## src/rtl/irqd_pkg.sv

```systemverilog
package irqd_pkg;
   typedef enum logic [1:0] {
      CH_IDLE  = 2'd0,
      CH_PASS  = 2'd1,
      CH_SERVE = 2'd2
   } chain_st_e;
endpackage

```

## src/rtl/irqd_request.sv

```systemverilog
// Pending-request holder and level decoder onto the shared request lines.
module irqd_request #(
   parameter int NUM_LEVELS = 7,
   parameter int LVL_W      = 3
) (
   input  logic                  clk,
   input  logic                  rst_n,
   input  logic [LVL_W-1:0]      level,
   input  logic                  event_i,
   input  logic                  take_i,
   output logic                  pending_o,
   output logic [NUM_LEVELS-1:0] irq_n_o
);
   logic pending_q, pending_d, enabled;

   assign enabled   = (level != '0);
   // clearing on acknowledge loses to a fresh event
   assign pending_d = (pending_q & ~take_i) | (event_i & enabled);

   always_ff @(posedge clk) begin
      if (!rst_n) pending_q <= 1'b0;
      else        pending_q <= pending_d;
   end

   assign pending_o = pending_q;

   for (genvar g = 0; g < NUM_LEVELS; g++) begin : g_line
      assign irq_n_o[g] = ~(pending_q && (level == LVL_W'(g + 1)));
   end

   a_r2_single_line: assert property (@(posedge clk) disable iff (!rst_n)
      $onehot0(~irq_n_o));
   a_r3_disabled_no_arm: assert property (@(posedge clk) disable iff (!rst_n)
      (!pending_o && level == '0) |=> !pending_o);
   a_r4_hold: assert property (@(posedge clk) disable iff (!rst_n)
      (pending_o && !take_i) |=> pending_o);
   a_r6_release: assert property (@(posedge clk) disable iff (!rst_n)
      (take_i && !event_i) |=> !pending_o);
endmodule

```

## src/rtl/irqd_ack_fsm.sv

```systemverilog
// Acknowledge-cycle decision: serve, pass the token, or stay idle.
module irqd_ack_fsm
   import irqd_pkg::*;
#(
   parameter int LVL_W = 3
) (
   input  logic             clk,
   input  logic             rst_n,
   input  logic             as_n,
   input  logic             iackin_n,
   input  logic [LVL_W-1:0] ack_level,
   input  logic [LVL_W-1:0] level,
   input  logic             pending,
   output logic             take_o,
   output logic             serve_o,
   output logic             pass_o
);
   chain_st_e st_q, st_d;
   logic      in_cycle, hit;

   assign in_cycle = ~as_n & ~iackin_n;
   assign hit      = pending && (level != '0) && (ack_level == level);

   always_comb begin
      st_d   = st_q;
      take_o = 1'b0;
      case (st_q)
         CH_IDLE: if (in_cycle) begin
            if (hit) begin
               st_d   = CH_SERVE;
               take_o = 1'b1;
            end else begin
               st_d = CH_PASS;
            end
         end
         CH_PASS:  if (!in_cycle) st_d = CH_IDLE;
         CH_SERVE: if (as_n)      st_d = CH_IDLE;
         default:  st_d = CH_IDLE;
      endcase
   end

   always_ff @(posedge clk) begin
      if (!rst_n) st_q <= CH_IDLE;
      else        st_q <= st_d;
   end

   assign serve_o = (st_q == CH_SERVE);
   assign pass_o  = (st_q == CH_PASS);

   a_r7_pass_needs_token: assert property (@(posedge clk) disable iff (!rst_n)
      pass_o |-> $past(!iackin_n && !as_n));
   a_r8_serve_held: assert property (@(posedge clk) disable iff (!rst_n)
      (serve_o && !as_n) |=> serve_o);
   a_r5_serve_needs_request: assert property (@(posedge clk) disable iff (!rst_n)
      $rose(serve_o) |-> $past(pending && level != '0 && ack_level == level));
endmodule

```

## src/rtl/irqd_status_drv.sv

```systemverilog
// Captures the status/ID when the acknowledge is taken and drives the data bus.
module irqd_status_drv #(
   parameter int ID_W      = 8,
   parameter bit PARK_ZERO = 1'b1
) (
   input  logic            clk,
   input  logic            rst_n,
   input  logic            take_i,
   input  logic            serve_i,
   input  logic [ID_W-1:0] status_id,
   output logic [ID_W-1:0] data_o,
   output logic            data_oe_o,
   output logic            dtack_n_o
);
   logic [ID_W-1:0] id_q;

   always_ff @(posedge clk) begin
      if (!rst_n)      id_q <= '0;
      else if (take_i) id_q <= status_id;
   end

   assign data_oe_o = serve_i;
   assign dtack_n_o = ~serve_i;

   if (PARK_ZERO) begin : g_park_zero
      assign data_o = serve_i ? id_q : '0;
   end else begin : g_park_hold
      assign data_o = id_q;
   end
endmodule

```

## src/rtl/irqd_interrupter.sv

```systemverilog
// Interrupter with level select, request hold and acknowledge daisy chain.
module irqd_interrupter #(
   parameter int NUM_LEVELS = 7,
   parameter int ID_W       = 8,
   parameter bit PARK_ZERO  = 1'b1,
   localparam int LVL_W     = $clog2(NUM_LEVELS + 1)
) (
   input  logic                  clk,
   input  logic                  rst_n,
   input  logic [LVL_W-1:0]      cfg_level,
   input  logic [ID_W-1:0]       cfg_status_id,
   input  logic                  event_i,
   output logic [NUM_LEVELS-1:0] irq_n,
   input  logic                  as_n,
   input  logic [LVL_W-1:0]      ack_level,
   input  logic                  iackin_n,
   output logic                  iackout_n,
   output logic                  dtack_n,
   output logic [ID_W-1:0]       data_o,
   output logic                  data_oe
);
   if (NUM_LEVELS < 1) begin : g_bad_levels
      $error("irqd_interrupter: NUM_LEVELS must be at least 1");
   end
   if (ID_W < 1) begin : g_bad_id
      $error("irqd_interrupter: ID_W must be at least 1");
   end

   logic pending, take, serve, pass;

   irqd_request #(.NUM_LEVELS(NUM_LEVELS), .LVL_W(LVL_W)) u_req (
      .clk(clk), .rst_n(rst_n), .level(cfg_level), .event_i(event_i),
      .take_i(take), .pending_o(pending), .irq_n_o(irq_n));

   irqd_ack_fsm #(.LVL_W(LVL_W)) u_fsm (
      .clk(clk), .rst_n(rst_n), .as_n(as_n), .iackin_n(iackin_n),
      .ack_level(ack_level), .level(cfg_level), .pending(pending),
      .take_o(take), .serve_o(serve), .pass_o(pass));

   irqd_status_drv #(.ID_W(ID_W), .PARK_ZERO(PARK_ZERO)) u_drv (
      .clk(clk), .rst_n(rst_n), .take_i(take), .serve_i(serve),
      .status_id(cfg_status_id), .data_o(data_o), .data_oe_o(data_oe),
      .dtack_n_o(dtack_n));

   assign iackout_n = ~pass;

   a_r5_serve_blocks_chain: assert property (@(posedge clk) disable iff (!rst_n)
      !dtack_n |-> iackout_n);
   a_r7_pass_quiet: assert property (@(posedge clk) disable iff (!rst_n)
      !iackout_n |-> (!data_oe && dtack_n));
   a_r8_idle_after_strobe: assert property (@(posedge clk) disable iff (!rst_n)
      (as_n && $past(as_n)) |-> (dtack_n && iackout_n));
endmodule

```

## config.mk

```make
export PLATFORM = sky130hd
export DESIGN_NAME = irqd_interrupter
export DESIGN_NICKNAME = d
export VERILOG_FILES = /design/src/rtl/irqd_pkg.sv /design/src/rtl/irqd_request.sv /design/src/rtl/irqd_ack_fsm.sv /design/src/rtl/irqd_status_drv.sv /design/src/rtl/irqd_interrupter.sv
export SDC_FILE = /design/constraint.sdc
export NUM_CORES = 1
export LEC_CHECK = 0
export ABC_AREA = 1
export BUFFER_PORTS_ARGS = -buffer_cell sky130_fd_sc_hd__buf_4
export CORE_UTILIZATION = 46
export CTS_CLUSTER_SIZE = 8
export DETAILED_ROUTE_END_ITERATION = 7
export PLACE_DENSITY = 0.9
export RECOVER_POWER = 50
export SLEW_MARGIN = 20
export SYNTH_ARGS = -nofsm -noshare
export SYNTH_HDL_FRONTEND = slang
export SYNTH_SLANG_ARGS = --single-unit
```

## constraint.sdc

```tcl
create_clock -name clk -period 2.4 [get_ports clk]
set_input_delay 0.24 -clock clk [delete_from_list [all_inputs] [get_ports clk]]
set_output_delay 0.24 -clock clk [all_outputs]
set_load 0.1 [all_outputs]
```

# --- Yosys cells after proc, flatten, opt, wreduce, memory -nomap -nowiden ---
# Cells that the tools add are included.
word_totals:
  in_bits: 19
  ff_bits: 11
  elab_cells: 53
classes:
  mux: 9
  reduce_logical: 12
  n_bitwise: 16
  eq_ne: 13
op_table:
  columns: ["op", "n"]
  rows:
  - ["== test 3 bit, second input constant", 4]
  - ["NOT 1 bit", 12]
  - ["logical AND 1 bit", 9]
  - ["two-way mux 2 bit", 4]
  - ["two-way mux 8 bit", 1]
  - ["== test 3 x 2 -> 1 bit, second input constant", 2]
  - ["one-hot mux 2 bit (3 select lines)", 1]
  - ["!= test 2 bit, second input constant", 2]
  - ["bitwise AND 1 bit", 3]
  - ["== test 3 x 1 -> 1 bit, second input constant", 1]
  - ["== test 3 bit", 1]
  - ["two-way mux 1 bit", 3]
  - ["AND reduction 3 bit", 1]
  - ["nonzero test 3 bit", 1]
  - ["== test 2 x 1 -> 1 bit, second input constant", 1]
  - ["== test 2 bit, second input constant", 1]
  - ["zero test 2 bit", 1]
  - ["!= test 2 x 1 -> 1 bit, second input constant", 1]
  - ["OR 1 bit", 1]

# --- Depth between registers and ports, before layout ---
# Gate-level depths: netlist (run 1).
logic_depth:
  depth_word: 9
  depth_mapped: 8
  ltp_nobuf: 8

# --- Hierarchy ---
# A second synthesis (run 1) with hierarchy kept.
hier_totals:
  cells_unflattened: 127
  area_unflattened_um2: 773.2
by_module_without_submodules:
  columns: ["mod", "cells_each", "instances", "seq_area_each_um2", "area_per_inst_um2"]
  rows:
  - ["irqd_status_drv", 70, 1, 160.2, 457.9]
  - ["irqd_ack_fsm", 31, 1, 40.0, 193.9]
  - ["irqd_request", 25, 1, 20.0, 117.6]
  - ["irqd_interrupter", 1, 1, 0.0, 3.8]

# --- Least setup slack after synthesis (run 1) ---
# OpenSTA, ideal clock, no wires.
synth_path:
  path_kind: "reg2out"
  startpoint: "register u_fsm.st_q[1]"
  endpoint: "output port data_o[0]"
  setup_slack_ps: -2568
  stages_incl_launch_ff: 5
  t_required_ps: 2160
  path_buffers: 0
  t_arrival_ps: 4728
  path_cell_list: "dfxtp_1 -> inv_2 -> nor2_1 -> clkinv_1 -> nor2_1"
synth_via:
  elab_chain_len: 2
synth_lines:
  columns: ["element", "line", "source"]
  rows:
  - ["start, declared", "irqd_ack_fsm.sv:18", "chain_st_e st_q, st_d;"]
  - ["start signal, assigned", "irqd_ack_fsm.sv:44", "else st_q <= st_d;"]
  - ["== test 2 bit", "irqd_ack_fsm.sv:47", "assign serve_o = (st_q == CH_SERVE);"]
  - ["net data_oe", "irqd_interrupter.sv:20", "output logic data_oe"]
  - ["two-way mux 8 bit", "irqd_status_drv.sv:26", "assign data_o = serve_i ? id_q : '0;"]
  - ["end, declared", "irqd_interrupter.sv:19", "output logic [ID_W-1:0] data_o,"]
# The timed path passes the listed nets, and every way through them passes these cells.

# --- Worst setup path in the final report (run 1) ---
layout_path:
  startpoint: "register u_req.pending_q (netlist: u_req.pending_o)"
  endpoint: "output port irq_n[6]"
layout_via:
  elab_chain_len: 2
layout_lines:
  columns: ["element", "line", "source"]
  rows:
  - ["start, declared", "irqd_request.sv:14", "logic pending_q, pending_d, enabled;"]
  - ["start signal, assigned", "irqd_request.sv:22", "else pending_q <= pending_d;"]
  - ["logical AND 1 bit", "irqd_request.sv:28", "assign irq_n_o[g] = ~(pending_q && (level == LVL_W'(g + 1)));"]
  - ["NOT 1 bit", "irqd_request.sv:28", null]
  - ["end, declared", "irqd_interrupter.sv:13", "output logic [NUM_LEVELS-1:0] irq_n,"]
# Every way passes these cells.

==> results of run 1 <==
==> cell families (layout without fill, tap and decap cells) <==
group,after synthesis,in the layout
compound gates,4,4
simple gates,73,73
flops,11,11
buf+inv,21,59
==> sequential cells by signal, indices dropped and copies added (netlist names) <==
name and count:
u_req.pending_o 1, u_drv.id_q 8, u_fsm.st_q 2
==> power by group <==
| group | total, uW | switching [uW] | internal [uW] | leakage [uW] |
|---|---|---|---|---|
| Clock | 126 | 62.0 | 64.2 | 0.0000150 |
| Combinational | 93.8 | 61.6 | 32.1 | 0.000397 |
| Sequential | 188 | 2.54 | 186 | 0.0000891 |
| Total | 408 | 126 | 282 | 0.000501 |
==> cell type report <==
class	count	area share
inverter	19	0.0751
tap	15	0.0185
multi-input combinational	77	0.420
timing repair buffer	36	0.244
clock buffer	4	0.0259
sequential	11	0.217
==> worst register-to-register path, cell delays in order, from the launching register on <==
cell and delay, ns:
dfxtp_1 0.37, inv_1 0.08, nor2_1 0.22, nand4_4 0.32
nand2_1 0.14, nand2_1 0.05, nor2_1 0.10
==> layout by cell type (no fill, tap or decap) <==
master    count
inv_1        15
o21ai_0       1
nor2_4       10
inv_2         3
buf_4        30
nand2_2       2
nand4_1       1
clkbuf_1      7
nor2_2        8
dfxtp_1      11
nand2_1      34
clkbuf_4      3
nand4_4       1
a21oi_2       2
a41oi_1       1
nor2_1       16
nand3_1       1
clkinv_4      1
==> through the flow <==
stage | worst slack (ns) | area (um^2)
after CTS | 0.782 | 1050
after global routing | 0.395 | 1020
after detailed placement | 1.02 | 1020
final | 0.478 | 1020
after global placement | 1.10 | 1020
after floorplan | 0.198 | 746
==> worst max-delay path by stage <==
| stage | end | slack [ns] | cells past startpoint |
|---|---|---|---|
| 2_1_floorplan | data_o[0] | 0.20 | 4 |
| 3_5_place_dp | u_drv.id_q[2] | 1.02 | 8 |
| 4_1_cts | data_o[1] | 0.78 | 4 |
| 5_1_grt | irq_n[5] | 0.40 | 4 |
| 6_report | irq_n[6] | 0.48 | 4 |
| 3_3_place_gp | data_o[3] | 1.10 | 4 |
==> metal layers <==
layer	track usage	routed length, um
met5	0	0
met4	0.133	5
met3	0.0222	61
met2	0.423	939
met1	0.253	663
==> impl_summary.log, run 1 <==
[metrics] outcome: finished clean
[metrics] maximum level of the CTS H-tree: 1
[metrics] clock transition time at the flip-flop clock pins of the worst setup and hold paths: 0.07 ns
[metrics] fin cells: 162
[metrics] Port-buffer cells: 36
[metrics] Worst Skew: 0.00120 ns
[metrics] Post-layout nets: 167
[metrics] initial antenna violation count: 0
[metrics] kind of critical path: register to output pin
[metrics] HPWL after DPL: 1400 um
[metrics] post-cts repair resize count: 0
[metrics] Cell Count Post-Placement: 158
[metrics] crit path capture type: output pin
[metrics] crit path from: u_req.pending_o
[metrics] capture instance of the worst register-to-register path: u_drv.id_q[2]
[metrics] launching point of the worst reg2reg path: u_req.pending_o
[metrics] Top cell by count, worst path: nand2_1
[metrics] setup violators final: 0
[metrics] Final ANT Viol Nets: 0
[metrics] fraction of registers with async set/reset: 0
[metrics] number of cells on the worst reg-to-reg path: 6
[metrics] post-synthesis average cell area: 6.18 um^2
[metrics] Data arrival, critical path: 1.68 ns
[metrics] register area: 220 um^2
[metrics] nature of the critical path startpoint: register
[metrics] first-pass GRT wire length: 2480 um
[metrics] Post-CTS Hold Buffers: 0
[metrics] register-to-register path setup slack: 1.04 ns
[metrics] via density per instance: 4.63
[metrics] leak pwr: 0.000501 uW
[metrics] die outline width: 40.3 um
[metrics] post-CTS setup buffer count: 0
[metrics] setup repair after global routing missed its margin: no
[metrics] number of enable-type register cells in the synthesized netlist: 0
[metrics] Syn Std Cell Area: 673 um^2
[metrics] Critical-path top delay cell: clkbuf_1
[metrics] I/O pin cnt: 37
[metrics] flip-flop and latch count after synthesis: 11
[metrics] Area contributors post-synth: dfxtp_1 (33%), nand2_1 (18%), nor2_1 (13%), nor2_2 (9.3%), inv_1 (8.4%)
[metrics] share of synthesized area spent on multiplexers: 0
[metrics] pin count of the biggest net entering global routing: 19
[metrics] fraction of the cycle the final worst path needs: 0.801
[metrics] Yosys Warn Count: 0
[metrics] critical path fanouts, max: 4
[metrics] Top delay family on crit path: buffers and inverters
[metrics] global route overflow: 0
[metrics] overall power of the completed layout: 408 uW
[metrics] Synth Area in Adders: 0
[metrics] main combinational cell family by area after synthesis: simple AND/OR/NAND/NOR gates
[metrics] Starting DRT DRC Count: 19
[metrics] number of global-route vias before repair: 636
[metrics] Synth top area share: 0.327
[metrics] initial standard-cell utilization of the core: 0.505
[metrics] power density over cell area: 402 nW/um^2
[metrics] area inside the core boundary: 1330 um^2
[metrics] main flop type after synthesis: dfxtp_1
[metrics] compound-gate portion of the synthesized area: 0.0465
[metrics] count of mapped cells out of synthesis: 109
[metrics] Hold Fails Final Rpt: 0
[metrics] Max transition margin: 0.215
[metrics] peak ir drop on the vdd network: 384 uV
[metrics] floorplan die area: 1620 um^2
[metrics] detailed-router iteration count before antenna repair: 4
[metrics] cell type with the highest aggregate area in the netlist: dfxtp_1
[metrics] worst hold slack: 0.198 ns
[metrics] most frequent cell after synthesis: nand2_1
[metrics] top post-synthesis cells by count: nand2_1 (33), nor2_1 (23), inv_1 (15), dfxtp_1 (11), nor2_2 (10)
[metrics] number of standard-cell rows in the floorplan: 13
[metrics] cell chain of the critical path: nand2_1 > inv_1 > nand2_1 > clkbuf_1
[metrics] slew of the pin with the lowest slew margin: 1.18 ns
[metrics] routed length per instance: 10.3 um
[metrics] All-Layer GR Usage: 0.230
[metrics] routed vias: 750
[metrics] final worst path period need: 1.92 ns
[metrics] start point of the worst min-delay path: cfg_status_id[5]
[metrics] type of the worst min-delay path: input pin to register
[metrics] sequential-to-total area share from yosys stat: 0.327
[metrics] clock insertion delay at the later pin of the skew report: 0.26 ns
[metrics] Max Buffers Root-to-Sink: 2
[metrics] fmax: 520 MHz
[metrics] ratio of cells with drive above 1 in the final layout: 0.408
[metrics] Critical Path RT: 2.16 ns
[metrics] Layout Area Growth over Synthesis: 50.9%
[metrics] Finished Core Util: 0.762
[metrics] global placement routability congestion: 0.641
[metrics] Sink Count: 11
[metrics] clock tree from TritonCTS: done
[metrics] sum of negative setup slack: 0 ns
[metrics] multi-input gate area in the final layout: 427 um^2
[metrics] post-synthesis net count: 128
[metrics] final number of max-transition violations: 0
[metrics] instance count along the most critical hold path: 3
[metrics] Hold Path End: u_drv.id_q[5]
[metrics] total inserted antenna cells: 0
[metrics] number of clock buffers inserted by TritonCTS: 3
[metrics] library cells used by synthesis: 17
[metrics] XOR/XNOR Fraction of Synth Area: 0
[metrics] share of synthesized cell area in and, or, nand and nor gates: 0.498
[metrics] Total Wirelength: 1670 um
[metrics] maximum cell stage delay along the critical path: 0.87 ns
[metrics] count of buffer and inverter cells on the critical path: 2
[metrics] count of maximum capacitance violations: 0
[metrics] root buffer cell: clkbuf_4
[metrics] filler cell count in the final layout: 113
[metrics] Die Y-Extent: 40.3 um
[metrics] Remaining DRCs: 0
Note: power is estimated with default switching activity, not from simulation.
==> run 2: changes to the inputs <==
Settings changed: ABC_AREA 1 to 0, CORE_UTILIZATION 46 to 41, PLACE_DENSITY 0.9 to 0.84.
Clock period 2.4 ns to 1.8 ns, I/O delays scaled along.
==> run 2 against run 1 <==
Effect of this change: synthesized area fell by 6.1%; clock skew increased by 0.0053 ns; clock power up 37%; first-iteration DRC count is 84% lower; sequential share of layout area increased by 1.9 points; worst hold slack got worse by 0.044 ns; design area fell by 7.4%.
==> impl_summary.log, run 2 <==
[metrics] post-CTS setup buffer count: 0 (unchanged)
[metrics] register name with the most flops: u_drv.id_q
[metrics] Placed Area: 936 um^2 (-8.2%)
[metrics] most frequent cell after synthesis: nand2_1
[metrics] power density over cell area: 581 nW/um^2 (+45%)
[metrics] detailed-router iteration count before antenna repair: 3 (-1)
[metrics] final number of max-transition violations: 0 (unchanged)
[metrics] Syn Std Cell Area: 632 um^2 (-6.1%)
[metrics] setup repair after global routing missed its margin: no
[metrics] pin count of the biggest net entering global routing: 21 (+2)
[metrics] Critical Path RT: 1.62 ns (-0.54 ns)
[metrics] number of enable-type register cells in the synthesized netlist: 0 (unchanged)
[metrics] initial standard-cell utilization of the core: 0.462 (-0.0422)
[metrics] Top delay family on crit path: buffers and inverters
[metrics] Sink Count: 11 (unchanged)
[metrics] sequential-to-total area share from yosys stat: 0.349 (+0.0214)
[metrics] Area contributors post-synth: dfxtp_1 (35%), nand2_1 (13%), mux2i_1 (13%), and2_1 (7.9%), nand3_1 (4.8%)
[metrics] Layout Area Growth over Synthesis: 48.9%
[metrics] Worst Skew: 0.00645 ns (+0.00525 ns)
[metrics] register area: 221 um^2 (+0.57%)
[metrics] fin cells: 131 (-19%)
[metrics] sum of negative setup slack: 0 ns (unchanged)
[metrics] maximum cell stage delay along the critical path: 0.33 ns (-0.54 ns)
[metrics] number of global-route vias before repair: 563 (-11%)
[metrics] register-to-register path setup slack: 0.37 ns (-0.67 ns)
[metrics] launching point of the worst reg2reg path: u_req.pending_o
[metrics] Starting DRT DRC Count: 3 (-16)
[metrics] Total Wirelength: 1440 um (-14%)
[metrics] first-pass GRT wire length: 2150 um (-13%)
[metrics] final design area excluding fillers: 941 um^2 (-7.4%)
[metrics] fmax: 667 MHz
[metrics] Remaining DRCs: 0 (unchanged)
[metrics] crit path from: u_fsm.st_q[0]
[metrics] main flop type after synthesis: dfxtp_1
[metrics] clock tree from TritonCTS: done
[metrics] peak ir drop on the vdd network: 289 uV (-25%)
[metrics] global route overflow: 0 (unchanged)
[metrics] ratio of cells with drive above 1 in the final layout: 0.440 (+0.0315)
[metrics] Max transition margin: 0.639 (+0.424)
[metrics] setup violators final: 0 (unchanged)
[metrics] cell type with the highest aggregate area in the netlist: dfxtp_1
[metrics] library cells used by synthesis: 22 (+5)
[metrics] type of the worst min-delay path: input pin to register
[metrics] routed length per instance: 11.0 um (+6.9%)
[metrics] post-cts repair resize count: 0 (unchanged)
[metrics] leak pwr: 0.000407 uW (-19%)
[metrics] Yosys Warn Count: 0 (unchanged)
[metrics] initial antenna violation count: 0 (unchanged)
[metrics] Hold Fails Final Rpt: 0 (unchanged)
[metrics] die outline width: 41.3 um (+2.5%)
[metrics] Max Buffers Root-to-Sink: 2 (unchanged)
[metrics] number of clock buffers inserted by TritonCTS: 3 (unchanged)
[metrics] count of buffer and inverter cells on the critical path: 2 (unchanged)
[metrics] crit path capture type: output pin
[metrics] slew of the pin with the lowest slew margin: 0.543 ns (-0.639 ns)
[metrics] floorplan die area: 1700 um^2 (+5.0%)
[metrics] number of cells on the worst reg-to-reg path: 5 (-1)
[metrics] cell chain of the critical path: nand2b_4 > clkinvlp_4 > and2_4 > buf_4
[metrics] routed vias: 648 (-14%)
[metrics] Synth top area share: 0.349 (+0.0214)
[metrics] Data arrival, critical path: 1.32 ns (-0.36 ns)
[metrics] clock insertion delay at the later pin of the skew report: 0.28 ns (+0.02 ns)
[metrics] endpoint of the most critical setup path: data_o[2]
[metrics] overall power of the completed layout: 546 uW (+34%)
[metrics] HPWL after DPL: 1110 um (-21%)
[metrics] number of standard-cell rows in the floorplan: 13 (unchanged)
[metrics] Post-layout nets: 136 (-19%)
[metrics] nature of the critical path startpoint: register
[metrics] global placement routability congestion: 0.695 (+8.4%)
[metrics] Cell Count Post-Placement: 127 (-20%)
[metrics] count of maximum capacitance violations: 0 (unchanged)
[metrics] post-synthesis net count: 99 (-23%)
[metrics] area inside the core boundary: 1370 um^2 (+2.4%)
[metrics] most common library cell in the layout ignoring fill and taps: buf_4
[metrics] capture instance of the worst register-to-register path: u_drv.id_q[0]
[metrics] commonest non-fill, non-tap cells in the layout: buf_4 (29), nand2_1 (22), dfxtp_1 (10), and2_4 (8), mux2i_1 (8)
[metrics] Port-buffer cells: 36 (unchanged)
[metrics] Critical-path top delay cell: dfxtp_2
[metrics] outcome: finished clean
[metrics] flip-flop and latch count after synthesis: 11 (unchanged)
[metrics] clock transition time at the flip-flop clock pins of the worst setup and hold paths: 0.08 ns (about the same)
[metrics] multi-input gate area in the final layout: 394 um^2 (-7.6%)
[metrics] number of flip-flops in the largest register: 8 (unchanged)
[metrics] count of mapped cells out of synthesis: 80 (-27%)
[metrics] post-synthesis average cell area: 7.90 um^2 (+28%)
[metrics] kind of critical path: register to output pin
[metrics] fraction of registers with async set/reset: 0 (unchanged)
[metrics] final worst path period need: 1.50 ns
[metrics] critical path fanouts, max: 9 (+5)
[metrics] top post-synthesis cells by count: nand2_1 (22), dfxtp_1 (11), and2_1 (8), mux2i_1 (8), nand3_1 (6)
[metrics] filler cell count in the final layout: 122 (+8.0%)
[metrics] root buffer cell: clkbuf_4
[metrics] All-Layer GR Usage: 0.199 (-0.0315)
[metrics] Die Y-Extent: 41.3 um (+2.5%)
[metrics] Post-CTS Hold Buffers: 0 (unchanged)
[metrics] Final ANT Viol Nets: 0 (unchanged)
[metrics] via density per instance: 4.95 (+6.8%)
[metrics] total inserted antenna cells: 0 (unchanged)
[metrics] maximum level of the CTS H-tree: 1 (unchanged)
[metrics] I/O pin cnt: 37 (unchanged)
[metrics] fraction of the cycle the final worst path needs: 0.833
[metrics] WP depth: 4 (unchanged)
## run 2: changes by cell type in the layout (fill, tap and decap cells not counted), moves of 8 or more
cell and delta:
nor2_2 -8, mux2i_1 +8, and2_4 +8, inv_1 -15, nor2_1 -14, nor2_4 -10
nand2_1 -12
## run 2: layout make-up
type                       instances  share of cell area
clock buffer                       3              0.0239
clock inverter                     1             0.00532
inverter                           1             0.00798
multi-input combinational         63               0.419
sequential                        11               0.235
tap                               15              0.0199
timing repair buffer              37               0.289
## run 2: power breakdown
group          switching (uW)  internal, uW
clock                    89.1          82.4
combinational            75.8          45.7
sequential               5.69           248
total                     171           376
## run 2: kinds of logic (layout without fill, tap and decap cells)
group,Yosys count,after routing,synth area share
AND/OR/NAND/NOR,47,47,0.360
flip-flops,11,11,0.349
multiplexers,8,8,0.127
AO/OA/AOI/OAI,6,6,0.0713
buffers and inverters,6,42,0.0653
XOR/XNOR,2,2,0.0277
## run 2: per-stage QoR
| step | utilization | setup WS (ns) | hold slack [ns] |
|---|---|---|---|
| 6_report | 0.689 | 0.300 | 0.154 |
| 5_1_grt | 0.689 | 0.171 | 0.150 |
| 4_1_cts | 0.705 | 0.283 | 0.149 |
| 3_5_place_dp | 0.685 | 0.198 | 0.442 |
| 3_3_place_gp | 0.685 | 0.250 | 0.438 |
| 2_1_floorplan | - | -0.0360 | 0.322 |
## run 2: worst register-to-register path, delay by kind of cell, from the launching register on
family / cells / cell delay [ns]
mux: 1 / 0.18
simple gates: 2 / 0.31
buf+inv: 1 / 0.18
compound gates: 1 / 0.24
flops: 1 / 0.45
## run 2: layer usage
metal,up-vias,global-route usage,part of all wire
li1,336,-,-
met1,277,0.195,0.40
met2,31,0.363,0.50
met3,4,0.0543,0.089
met4,0,0.121,0.017
met5,-,0,0
## run 2: how the worst min path moves through the flow
stage               endpoint  slack, ns              from  depth (start not counted)
2_1_floorplan  u_drv.id_q[0]       0.32  cfg_status_id[0]                          2
3_3_place_gp   u_fsm.st_q[0]       0.44          iackin_n                          4
3_5_place_dp   u_fsm.st_q[0]       0.44          iackin_n                          4
4_1_cts        u_fsm.st_q[0]       0.15          iackin_n                          4
5_1_grt        u_drv.id_q[5]       0.15  cfg_status_id[5]                          3
6_report       u_drv.id_q[4]       0.15  cfg_status_id[4]                          3
==> run 3: changes to the inputs <==
Settings changed: CORE_ASPECT_RATIO from default to 0.8, CORE_UTILIZATION 41 to 37, PLACE_DENSITY 0.84 to 0.8.
Clock period 1.8 ns to 1.2 ns, I/O delays scaled along.
==> run 3 against run 2 <==
Effect of this change: the run now ends with negative setup slack left; via count rose by 30%; worst setup slack worse by 0.58 ns; sequential power increased by 50%.
==> impl_summary.log, run 3 (synthesis results as in run 2) <==
[metrics] critical path fanouts, max: 5 (-4)
[metrics] type of the worst min-delay path: input pin to register
[metrics] maximum level of the CTS H-tree: 1 (unchanged)
[metrics] Finished Core Util: 0.925 (+0.236)
[metrics] All-Layer GR Usage: 0.319 (+0.120)
[metrics] I/O pin cnt: 37 (unchanged)
[metrics] count of maximum capacitance violations: 0 (unchanged)
[metrics] final design area excluding fillers: 1380 um^2 (+46%)
[metrics] final number of max-transition violations: 0 (unchanged)
[metrics] number of global-route vias before repair: 833 (+48%)
[metrics] detailed-router iteration count before antenna repair: 4 (+1)
[metrics] clock tree from TritonCTS: done
[metrics] slew of the pin with the lowest slew margin: 0.498 ns (-0.0451 ns)
[metrics] power density over cell area: 688 nW/um^2 (+18%)
[metrics] number of clock buffers inserted by TritonCTS: 3 (unchanged)
[metrics] Data arrival, critical path: 1.36 ns (+0.04 ns)
[metrics] commonest non-fill, non-tap cells in the layout: buf_4 (23), nand2_1 (19), buf_12 (15), buf_6 (9)
[metrics] Hold Fails Final Rpt: 0 (unchanged)
[metrics] Placed Area: 1020 um^2 (+9.2%)
[metrics] clock insertion delay at the later pin of the skew report: 0.29 ns (about the same)
[metrics] Worst Skew: 0.00961 ns (+0.00316 ns)
[metrics] worst-case setup margin in the final layout: -0.277 ns (-0.577 ns)
[metrics] clock transition time at the flip-flop clock pins of the worst setup and hold paths: 0.08 ns (about the same)
[metrics] Total Wirelength: 2950 um (+100%)
[metrics] Die Y-Extent: 39.0 um (-5.6%)
[metrics] Port-buffer cells: 36 (unchanged)
[metrics] Max transition margin: 0.664 (+0.0243)
[metrics] peak ir drop on the vdd network: 717 uV (+150%)
[metrics] outcome: finished, violations left
[metrics] first-pass GRT wire length: 3880 um (+80%)
[metrics] Starting DRT DRC Count: 39 (+36)
[metrics] Final ANT Viol Nets: 0 (unchanged)
[metrics] total inserted antenna cells: 0 (unchanged)
[metrics] final worst path period need: 1.48 ns
[metrics] leak pwr: 0.000571 uW (+40%)
[metrics] fraction of the cycle the final worst path needs: 1.23
[metrics] setup violators final: 29 (+29)
[metrics] register name with the most flops: u_drv.id_q
[metrics] routed vias: 845 (+30%)
[metrics] fmax: 677 MHz
[metrics] Post-CTS Hold Buffers: 0 (unchanged)
[metrics] floorplan die area: 1880 um^2 (+10%)
[metrics] Critical Path RT: 1.08 ns (-0.54 ns)
[metrics] filler cell count in the final layout: 52 (-57%)
[metrics] sum of negative setup slack: -4.36 ns (-4.36 ns)
[metrics] number of flip-flops in the largest register: 8 (unchanged)
[metrics] Layout Area Growth over Synthesis: 118%
[metrics] routed length per instance: 19.7 um (+79%)
[metrics] Remaining DRCs: 0 (unchanged)
[metrics] most common library cell in the layout ignoring fill and taps: buf_4
[metrics] setup repair after global routing missed its margin: yes
[metrics] kind of critical path: register to output pin
[metrics] global placement routability congestion: 0.739 (+6.2%)
[metrics] violations in the final reports: negative setup slack
[metrics] Max Buffers Root-to-Sink: 2 (unchanged)
[metrics] Sink Count: 11 (unchanged)
[metrics] pin count of the biggest net entering global routing: 21 (unchanged)
[metrics] nature of the critical path startpoint: register
[metrics] initial antenna violation count: 0 (unchanged)
[metrics] die outline width: 48.2 um (+17%)
[metrics] crit path capture type: output pin
[metrics] number of standard-cell rows in the floorplan: 12 (-1)
[metrics] via density per instance: 5.63 (+14%)
[metrics] global route overflow: 0 (unchanged)
[metrics] ratio of cells with drive above 1 in the final layout: 0.612 (+0.173)
[metrics] Post-layout nets: 149 (+9.6%)
[metrics] initial standard-cell utilization of the core: 0.425 (-0.0374)
[metrics] HPWL after DPL: 1220 um (+10%)
[metrics] root buffer cell: clkbuf_4
[metrics] area inside the core boundary: 1490 um^2 (+8.8%)
==> run 3: cell types whose count changed in the layout (fill, tap and decap cells not counted), moves of 3 or more <==
cell      before  now
buf_12         1   15
buf_4         29   23
buf_6          0    9
clkbuf_2       6    0
nand2_1       22   19
nand3_1        6    1
nand3_2        0    3
==> run 3: timing repair <==
item / in CTS / in global routing
setup buffers: 7 / 3
setup endpoints to repair: 26 / 27
gates resized for setup: 54 / 18
cloned: 1 / 0
pin swaps: 4 / 5
==> run 3: final cells by class <==
type,instances,area [um^2],share of cell area
clock buffer,4,26.3,0.0191
timing repair buffer,49,597,0.434
multi-input combinational,63,484,0.352
tap,21,26.3,0.0191
timing repair inverter,1,7.51,0.00546
sequential,11,226,0.165
inverter,1,7.51,0.00546
==> run 3: per-layer routing <==
layer	global-route usage	wire length, um
met2	0.567	1540
met4	0.160	114
met1	0.338	1070
met3	0.0841	228
met5	0	0
==> run 3: path summary, 6_finish.rpt <==
check | start | endpoint | slack, ns | cells past startpoint
setup / recovery | u_fsm.st_q[1] | data_o[6] | -0.28 | 5
hold / removal | cfg_status_id[1] | u_drv.id_q[1] | 0.09 | 3
setup reg to reg | u_req.pending_o | u_drv.id_q[7] | -0.25 | 5
hold reg to reg | u_drv.id_q[1] | u_drv.id_q[1] | 0.47 | 2
==> run 3: power breakdown <==
group	total [uW]	switching, uW	internal, uW
Sequential	380	8.38	372
Clock	277	148	129
Combinational	289	165	124
==> run 3: per-stage QoR <==
stage | setup slack, ns | power [uW] | std cells | hold slack (ns)
after floorplan | -0.576 | 523 | 80 | 0.262
final | -0.277 | 946 | 150 | 0.0931
after CTS | -0.217 | 891 | 152 | 0.0962
after global placement | -0.271 | 599 | 140 | 0.379
after global routing | -0.315 | 976 | 150 | 0.0928
after detailed placement | -0.291 | 602 | 140 | 0.389
==> run 3: worst max-delay path: stages, from the launching register on <==
cell	delay, ns
dfxtp_2	0.34
buf_6	0.11
nand2b_4	0.10
clkinvlp_4	0.16
and2_4	0.19
buf_12	0.16
